[src/rtl/stc_pkg.sv]
package stc_pkg;

   typedef enum logic [1:0] {
      KIND_ATOMIC   = 2'd0,
      KIND_COMPOUND = 2'd1,
      KIND_PARALLEL = 2'd2
   } stc_kind_e;

   function automatic stc_kind_e kind_of(input logic is_comp, input logic is_par);
      if (is_par)       return KIND_PARALLEL;
      else if (is_comp) return KIND_COMPOUND;
      else              return KIND_ATOMIC;
   endfunction

endpackage

[src/rtl/stc_select.sv]
module stc_select #(
   parameter int N_STATES = 10,
   parameter int N_TRANS  = 6,
   parameter int N_EVENTS = 3,
   parameter int IDXW     = 4,
   parameter logic [N_TRANS*IDXW-1:0]     SRC       = '0,
   parameter logic [N_TRANS-1:0]          EVENTLESS = '0,
   parameter logic [N_TRANS*N_EVENTS-1:0] EV_MASK   = '0,
   parameter logic [N_TRANS*N_TRANS-1:0]  CONFLICT  = '0
) (
   input  logic [N_STATES-1:0] act_i,
   input  logic                spont_i,
   input  logic [N_EVENTS-1:0] event_i,
   output logic [N_TRANS-1:0]  sel_o
);

   // Priority chain: lower index decided first, later ones see it.
   always_comb begin
      logic match, phase_ok, blocked;
      logic [IDXW-1:0] src;
      sel_o = '0;
      for (int t = 0; t < N_TRANS; t++) begin
         src      = SRC[t*IDXW +: IDXW];
         match    = EVENTLESS[t] | (|(event_i & EV_MASK[t*N_EVENTS +: N_EVENTS]));
         phase_ok = EVENTLESS[t] ? spont_i : ~spont_i;
         blocked  = 1'b0;
         for (int j = 0; j < t; j++) begin
            if (CONFLICT[t*N_TRANS + j] && sel_o[j]) blocked = 1'b1;
         end
         sel_o[t] = phase_ok & act_i[src] & match & ~blocked;
      end
   end

endmodule

[src/rtl/stc_sets.sv]
module stc_sets
   import stc_pkg::*;
#(
   parameter int N_STATES = 10,
   parameter int N_TRANS  = 6,
   parameter int IDXW     = 4,
   parameter logic [N_STATES*IDXW-1:0]    PARENT        = '0,
   parameter logic [N_STATES-1:0]         COMPOUND      = '0,
   parameter logic [N_STATES-1:0]         PARALLEL      = '0,
   parameter logic [N_STATES-1:0]         DEFAULT_CHILD = '0,
   parameter logic [N_TRANS*N_STATES-1:0] EXIT_MASK     = '0,
   parameter logic [N_TRANS*N_STATES-1:0] TARGET        = '0
) (
   input  logic [N_STATES-1:0] act_i,
   input  logic [N_TRANS-1:0]  sel_i,
   output logic [N_STATES-1:0] exit_o,
   output logic [N_STATES-1:0] up_o,
   output logic [N_STATES-1:0] full_o
);

   logic [N_STATES-1:0] kid_stays;
   logic [N_STATES-1:0] kid_up;

   // Exit set: active states named by a selected transition's exit row.
   always_comb begin
      logic hit;
      for (int s = 0; s < N_STATES; s++) begin
         hit = 1'b0;
         for (int t = 0; t < N_TRANS; t++) hit |= sel_i[t] & EXIT_MASK[t*N_STATES + s];
         exit_o[s] = act_i[s] & hit;
      end
   end

   // Upward set: children carry a higher index, so walk downward.
   always_comb begin
      logic u;
      up_o = '0;
      for (int s = N_STATES - 1; s >= 0; s--) begin
         u = 1'b0;
         for (int t = 0; t < N_TRANS; t++) u |= sel_i[t] & TARGET[t*N_STATES + s];
         if (kind_of(COMPOUND[s], PARALLEL[s]) == KIND_COMPOUND) begin
            for (int c = s + 1; c < N_STATES; c++) begin
               if (int'(PARENT[c*IDXW +: IDXW]) == s) u |= up_o[c];
            end
         end
         up_o[s] = u;
      end
   end

   // Per-parent summaries of the children.
   always_comb begin
      logic [IDXW-1:0] p;
      kid_stays = '0;
      kid_up    = '0;
      for (int c = 1; c < N_STATES; c++) begin
         p = PARENT[c*IDXW +: IDXW];
         if (act_i[c] && !exit_o[c]) kid_stays[p] = 1'b1;
         if (up_o[c])                kid_up[p]    = 1'b1;
      end
   end

   // Complete entry set: parents carry a lower index, so walk upward.
   always_comb begin
      logic [IDXW-1:0] p;
      logic f;
      full_o    = '0;
      full_o[0] = up_o[0];
      for (int s = 1; s < N_STATES; s++) begin
         p = PARENT[s*IDXW +: IDXW];
         f = up_o[s];
         case (kind_of(COMPOUND[p], PARALLEL[p]))
            KIND_PARALLEL: f |= full_o[p];
            KIND_COMPOUND: f |= DEFAULT_CHILD[s] & full_o[p] & ~kid_up[p] & ~kid_stays[p];
            default:       f |= 1'b0;
         endcase
         full_o[s] = f;
      end
   end

endmodule

[src/rtl/stc_microstep.sv]
module stc_microstep #(
   parameter int N_STATES = 10,
   parameter int N_TRANS  = 6,
   parameter int N_EVENTS = 3,
   parameter int IDXW     = $clog2(N_STATES),
   parameter logic [N_STATES*IDXW-1:0] PARENT =
      {4'd6, 4'd6, 4'd3, 4'd3, 4'd2, 4'd2, 4'd0, 4'd0, 4'd0, 4'd0},
   parameter logic [N_STATES-1:0] COMPOUND      = 10'h045,
   parameter logic [N_STATES-1:0] PARALLEL      = 10'h008,
   parameter logic [N_STATES-1:0] DEFAULT_CHILD = 10'h112,
   parameter logic [N_STATES-1:0] INIT_ACT      = 10'h003,
   parameter logic [N_TRANS*IDXW-1:0] SRC = {4'd7, 4'd8, 4'd2, 4'd5, 4'd1, 4'd1},
   parameter logic [N_TRANS-1:0] EVENTLESS = 6'b000100,
   parameter logic [N_TRANS*N_EVENTS-1:0] EV_MASK =
      {3'b010, 3'b011, 3'b111, 3'b000, 3'b100, 3'b011},
   parameter logic [N_TRANS*N_TRANS-1:0] CONFLICT =
      {6'b010000, 6'b000000, 6'b000100, 6'b000000, 6'b000001, 6'b000000},
   parameter logic [N_TRANS*N_STATES-1:0] EXIT_MASK =
      {10'h3C8, 10'h100, 10'h034, 10'h020, 10'h002, 10'h002},
   parameter logic [N_TRANS*N_STATES-1:0] TARGET =
      {10'h002, 10'h200, 10'h008, 10'h010, 10'h008, 10'h020}
) (
   input  logic                clk,
   input  logic                rst,
   input  logic                step_i,
   input  logic                spont_i,
   input  logic [N_EVENTS-1:0] event_i,
   output logic [N_TRANS-1:0]  sel_o,
   output logic [N_STATES-1:0] exit_o,
   output logic [N_STATES-1:0] entry_up_o,
   output logic [N_STATES-1:0] act_o,
   output logic                consumed_o
);

   // Elaboration checks on the chart description.
   if (N_STATES < 2) begin : g_bad_states
      $error("stc_microstep: N_STATES must be at least 2");
   end
   if (N_TRANS < 1 || N_EVENTS < 1) begin : g_bad_counts
      $error("stc_microstep: N_TRANS and N_EVENTS must be positive");
   end
   if (IDXW < $clog2(N_STATES)) begin : g_bad_idxw
      $error("stc_microstep: IDXW too narrow for N_STATES");
   end
   if ((COMPOUND & PARALLEL) != '0) begin : g_bad_kind
      $error("stc_microstep: a state cannot be compound and parallel");
   end
   for (genvar s = 1; s < N_STATES; s++) begin : g_chk_parent
      if (int'(PARENT[s*IDXW +: IDXW]) >= s) begin : g_order
         $error("stc_microstep: parent index must precede child index");
      end
   end
   for (genvar t = 0; t < N_TRANS; t++) begin : g_chk_src
      if (int'(SRC[t*IDXW +: IDXW]) >= N_STATES) begin : g_range
         $error("stc_microstep: transition source out of range");
      end
   end

   logic [N_STATES-1:0] act_q;
   logic [N_STATES-1:0] full_set;
   logic                consumed_q;

   stc_select #(
      .N_STATES(N_STATES), .N_TRANS(N_TRANS), .N_EVENTS(N_EVENTS), .IDXW(IDXW),
      .SRC(SRC), .EVENTLESS(EVENTLESS), .EV_MASK(EV_MASK), .CONFLICT(CONFLICT)
   ) u_select (
      .act_i(act_q), .spont_i(spont_i), .event_i(event_i), .sel_o(sel_o)
   );

   stc_sets #(
      .N_STATES(N_STATES), .N_TRANS(N_TRANS), .IDXW(IDXW),
      .PARENT(PARENT), .COMPOUND(COMPOUND), .PARALLEL(PARALLEL),
      .DEFAULT_CHILD(DEFAULT_CHILD), .EXIT_MASK(EXIT_MASK), .TARGET(TARGET)
   ) u_sets (
      .act_i(act_q), .sel_i(sel_o), .exit_o(exit_o), .up_o(entry_up_o), .full_o(full_set)
   );

   always_ff @(posedge clk) begin
      if (rst) begin
         act_q      <= INIT_ACT;
         consumed_q <= 1'b0;
      end else begin
         if (step_i) act_q <= (act_q & ~exit_o) | full_set;
         consumed_q <= step_i & ~spont_i & (|(sel_o & ~EVENTLESS));
      end
   end

   assign act_o      = act_q;
   assign consumed_o = consumed_q;

   // selection respects the phase flag.
   p_phase_r1: assert property (@(posedge clk) disable iff (rst)
      spont_i |-> ((sel_o & ~EVENTLESS) == '0));
   p_phase_ev_r1: assert property (@(posedge clk) disable iff (rst)
      !spont_i |-> ((sel_o & EVENTLESS) == '0));

   for (genvar t = 0; t < N_TRANS; t++) begin : g_prop_t
      // a selected transition has an active source.
      p_source_r2: assert property (@(posedge clk) disable iff (rst)
         sel_o[t] |-> act_q[SRC[t*IDXW +: IDXW]]);
      // no selected transition coexists with a higher-priority conflicting one.
      p_conflict_r4: assert property (@(posedge clk) disable iff (rst)
         sel_o[t] |-> ((sel_o & CONFLICT[t*N_TRANS +: N_TRANS] & N_TRANS'((1 << t) - 1)) == '0));
   end

   // only active states can be exited.
   p_exit_active_r5: assert property (@(posedge clk) disable iff (rst)
      (exit_o & ~act_q) == '0);

   // a cycle without a step leaves the configuration untouched.
   p_hold_r8: assert property (@(posedge clk) disable iff (rst)
      !step_i |=> $stable(act_o));

   // the consumed pulse only follows an event-phase step.
   p_consume_r9: assert property (@(posedge clk) disable iff (rst)
      !step_i |=> !consumed_o);

endmodule

[config.mk]
export PLATFORM = sky130hd
export DESIGN_NAME = stc_microstep
export DESIGN_NICKNAME = d
export VERILOG_FILES = /design/src/rtl/stc_pkg.sv /design/src/rtl/stc_select.sv /design/src/rtl/stc_sets.sv /design/src/rtl/stc_microstep.sv
export SDC_FILE = /design/constraint.sdc
export NUM_CORES = 1
export LEC_CHECK = 0
export ABC_AREA = 1
export CAP_MARGIN = 20
export CORE_ASPECT_RATIO = 0.75
export CORE_MARGIN = 3
export CORE_UTILIZATION = 35
export CTS_BUF_LIST = sky130_fd_sc_hd__clkbuf_16
export DETAILED_ROUTE_END_ITERATION = 7
export HOLD_SLACK_MARGIN = 0.03
export PLACE_DENSITY = 0.78
export SLEW_MARGIN = 25
export SYNTH_ARGS = -nofsm -noshare
export SYNTH_HDL_FRONTEND = slang
export SYNTH_SLANG_ARGS = --single-unit
[constraint.sdc]
create_clock -name clk -period 1.09 [get_ports clk]
set_input_delay 0.218 -clock clk [delete_from_list [all_inputs] [get_ports clk]]
set_output_delay 0.218 -clock clk [all_outputs]
set_load 0.02 [all_outputs]
**Word-level counts from Yosys, hierarchy flattened**

Index checks and enable logic that the tools add are counted.

- Input bits: 7
- Output and inout port bits: 37
- Logic and storage cells: 85
- Register bits: 11

- Bitwise logic cells: 52
- Reductions and logical operators: 17
- Multiplexer cells: 14

Operators with widths:

| kind | number |
|---|---|
| bitwise AND 1 bit | 30 |
| two-way mux 1 bit | 14 |
| bitwise AND 10 bit | 1 |
| NOT 10 bit | 1 |
| bitwise OR 1 bit | 10 |
| bitwise OR 10 bit | 1 |
| NOT 1 bit | 9 |
| logical AND 1 bit | 7 |
| logical NOT 1 bit | 7 |
| OR reduction 5 bit | 1 |
| OR reduction 3 bit | 1 |
| OR reduction 2 bit | 1 |

**Longest topological paths before layout**

- Word-level depth: 17
- Gate-level depth with buffers: 8
- Mapped depth without buffers: 8

**By module**

A second synthesis with hierarchy kept.

- Cells, all modules: 124
- Area total of the unflattened synthesis: 813.3 um2

Modules (own cells, without submodules):

| module | area an instance (um2) | cells each | times used |
|---|---|---|---|
| stc_microstep | 498.0 | 63 | 1 |
| stc_sets | 244.0 | 46 | 1 |
| stc_select | 71.3 | 15 | 1 |

**Least setup slack after synthesis**

No wires, ideal clock.

- Kind: register to output
- Start: register act_q[7] (netlist: act_o[7])
- End: output port exit_o[3]
- Cell stages (with the launch flop): 5
- Path buffers: 0
- Slack: -418 ps
- Required time: 872 ps
- Data arrival time: 1290 ps
- Cells stage by stage: dfxtp_1 -> nand3_2 -> nor2_2 -> inv_2 -> nor2_1

- Longest elaborated chain between the ends: 4

Ends and longest elaborated chain:

| element | line | source |
|---|---|---|
| start, declared | stc_microstep.sv:59 | `logic [N_STATES-1:0] act_q;` |
| start signal, assigned | stc_microstep.sv:83 | `if (step_i) act_q <= (act_q & ~exit_o) \| full_set;` |
| bitwise AND 1 bit (3 in a row) | stc_select.sv:30 | `sel_o[t] = phase_ok & act_i[src] & match & ~blocked;` |
| net entry_up_o[1] | stc_microstep.sv:30 | `output logic [N_STATES-1:0] entry_up_o,` |
| bitwise AND 1 bit | stc_sets.sv:30 | `exit_o[s] = act_i[s] & hit;` |
| end, declared | stc_microstep.sv:29 | `output logic [N_STATES-1:0] exit_o,` |

The timed path passes the listed nets, and every way through them passes these cells.

**Worst setup path after layout**

- Start: register act_q[1] (netlist: act_o[1])
- End: output port exit_o[1]

- Longest elaborated chain between the ends: 7
- Elaborated cells between the ends (all ways): 8

Ends and longest elaborated chain:

| element | line | source |
|---|---|---|
| bitwise AND 1 bit (2 in a row) | stc_select.sv:30 |  |
| two-way mux 1 bit | stc_select.sv:28 | `if (CONFLICT[t*N_TRANS + j] && sel_o[j]) blocked = 1'b1;` |
| NOT 1 bit | stc_select.sv:30 |  |
| bitwise AND 1 bit | stc_select.sv:30 |  |
| bitwise OR 1 bit | stc_sets.sv:29 | `for (int t = 0; t < N_TRANS; t++) hit \|= sel_i[t] & EXIT_MASK[t*N_STATES + s];` |
| bitwise AND 1 bit * | stc_sets.sv:30 |  |

Every way passes the cells marked *; elsewhere a longest branch is shown, timed or not.

==> out/summary.txt <==
Initial Util = 0.3804
# diodes = 0
Multi-input logic area = 515.5 sq um
Number of max-cap violations = 0
Insertion delay to the later sink of the worst-skew pair = 0.24 ns
CP Capture Type = output pin
Most common cell after layout, fill and taps aside = buf_4
Power, Total = 1.701 mW
Placed cells = 190
H-Tree Depth = 1
Sink Count = 11
Pwr dens = 998.0 nW/um^2
Clock share of power = 0.397
Row count = 13
Maximum root-to-sink buffer count = 2
First-pass GRT wire length = 5354 um
Reg2reg end = act_o[1]
R2R setup slack = -0.24 ns
Critical path startpoint category = register
CTS tree = built
Fin crit period = 1.479 ns
GRT Residual Overflow = 0
Vias/cell = 5.424
Most frequent cells in the layout = buf_4, buf_6, nand2_1
Post-Synth Adder-Cell Area = 0
Leakage = 0.8878 nW
Drt first pass iters = 4
Final setup violating endpoints = 30
Hold Path Origin = rst
Synth cell types = 20
Combinational power share = 0.344
Die width = 56.92 um
Hold Worst Slack = 0.3489 ns
Status = finished, violations left
Reg power frac = 0.259
Max Slew Vio Count = 0
Reg2reg path depth = 7
GPL Wtd Cong = 0.8706
Design Area, Final = 1704 sq um
Root buffer cell = clkbuf_16
Post-Synth Simple-Gate Area = 0.3915
Port bufs = 40
Largest family of logic cells by synthesized area = simple AND/OR/NAND/NOR gates
Routed Antenna Nets = 0
TritonCTS Buffers = 3
Final Net Count = 196
Cell area after placement = 1370 sq um
Fillcell total = 49
Clock transition at path regs = 0.05 ns
Worst endpoint required time = 0.87 ns
Final hold vios = 0
Mux share of post-synthesis cell area = 0
Crit Path Class = reg2out
Mapped Cells = 106
Setup ws final = -0.3886 ns
Final Skew = 0.006702 ns
DP HPWL = 1879 um
Pint = 1.159 mW
Die area = 2515 sq um
P&R area growth vs syn = 150.4%
Routed wire per std cell = 20.80 um
Core ar. = 1789 sq um
Worst Path Arrival = 1.26 ns
Vias in the first global route = 1058
Register area = 235.2 sq um
Crit share post-route = 1.356
Share of layout cells above drive strength 1 = 0.7287
XOR/XNOR Fraction of Synth Area = 0
Seq/Total Area, Yosys = 0.3235
VDD IR-drop max = 0.0008071 V
I/O Pins = 44
Failing checks = setup timing
RSZ-0062 raised after global routing = true
Crit path max fanout = 3
Initial antenna violation count = 0
Post-synthesis compound-gate area fraction = 0.06985
Post-route insts no fill = 210
Min-delay worst type = in2reg
Fin Setup TNS = -6.586 ns
Sw frac = 0.3185
YS warnings = 0
Highest Clock Rate = 0.6763 GHz
Initial DRC Count = 64
Hold path endpoint = act_o[6]
Vias = 1139
Die Y = 44.19 um
Final wirelength = 4369 um
Worst r2r src = act_o[1]
Total track usage = 0.2858
Netlist Area Pre-Place = 680.7 sq um
Largest net degree at the start of global routing = 8
Post-synthesis average cell area = 6.421 sq um
Post-Place Setup Slack = -1.051 ns
Psw = 0.5417 mW
WHS Path Cells = 2
Synth Register Bits = 11
Utilization after layout = 0.9524
Drc violations = 0
==> worst max-delay path by stage <==
stage / startpoint / to / slack [ns] / depth (start not counted)
after floorplan: act_o[7] / exit_o[3] / -0.10 / 4
after global placement: event_i[1] / entry_up_o[0] / -1.04 / 7
after detailed placement: spont_i / exit_o[3] / -1.05 / 7
after CTS: act_o[1] / entry_up_o[0] / -0.31 / 7
after global routing: act_o[1] / exit_o[1] / -0.44 / 6
final: act_o[1] / exit_o[1] / -0.39 / 6
==> synth_stat cells <==
cell type | n | area share
nand2_2 | 4 | 0.037
nand3_2 | 1 | 0.015
nor3_2 | 1 | 0.015
nand2_4 | 1 | 0.017
nand2_1 | 22 | 0.12
nor2_2 | 3 | 0.028
inv_2 | 4 | 0.022
nor2_4 | 1 | 0.017
nor3_1 | 1 | 0.0073
inv_1 | 18 | 0.099
nand3_1 | 9 | 0.066
buf_4 | 8 | 0.088
nor2_1 | 11 | 0.061
o21ai_0 | 1 | 0.0073
a21boi_1 | 1 | 0.011
nand4_1 | 1 | 0.0092
dfxtp_1 | 11 | 0.32
o21ai_1 | 4 | 0.029
conb_1 | 1 | 0.0055
a21oi_1 | 3 | 0.022
==> area by class of cell <==
class	instances	share of cell area
flip-flops and latches	11	0.1380
clock inverters	1	0.002203
clock buffers	3	0.04405
multi-input cells	67	0.3025
inverters	22	0.05580
repair buffers	84	0.4413
well taps	22	0.01615
==> metal layers <==
layer / vias to the layer above / GRT usage / routed length [um]
met5: - / 0 / 0
met4: 0 / 0.1296 / 292
met3: 39 / 0.06706 / 418
met2: 114 / 0.5399 / 2152
met1: 509 / 0.3057 / 1506
li1: 477 / - / -
==> registers in the layout, indices dropped and copies added (netlist names) <==
register and cells:
act_o 10, consumed_o 1
==> critical path: stages (launching register included) <==
cell and delay, ns:
dfxtp_4 0.34, inv_2 0.04, nor2_4 0.17, buf_4 0.15
nand2_1 0.08, inv_1 0.09, buf_4 0.15
==> power groups by stage <==
stage | clock, mW | combinational (mW) | sequential, mW
2_1_floorplan | 0 | 0.199 | 0.470
6_report | 0.675 | 0.586 | 0.440
4_1_cts | 0.661 | 0.473 | 0.437
3_3_place_gp | 0 | 0.436 | 0.442
3_5_place_dp | 0 | 0.440 | 0.443
5_1_grt | 0.691 | 0.609 | 0.442
==> kinds of logic (layout without fill, tap and decap cells) <==
group                  count (synthesis)  in the layout
AOI/OAI and AO/OA                      9              9
buffers and inverters                 30            110
other                                  1              3
DFF                                   11             11
and+or+nand+nor                       55             55
==> what timing repair did <==
action | CTS | global route
hold endpoints to repair | 0 | 0
endpoints found under the setup margin | 45 | 38
pin swaps | 18 | 9
resized for setup | 208 | 35
buffers inserted | 9 | 9
hold buffers | 0 | 0
Power figures use the tool's default switching activity.
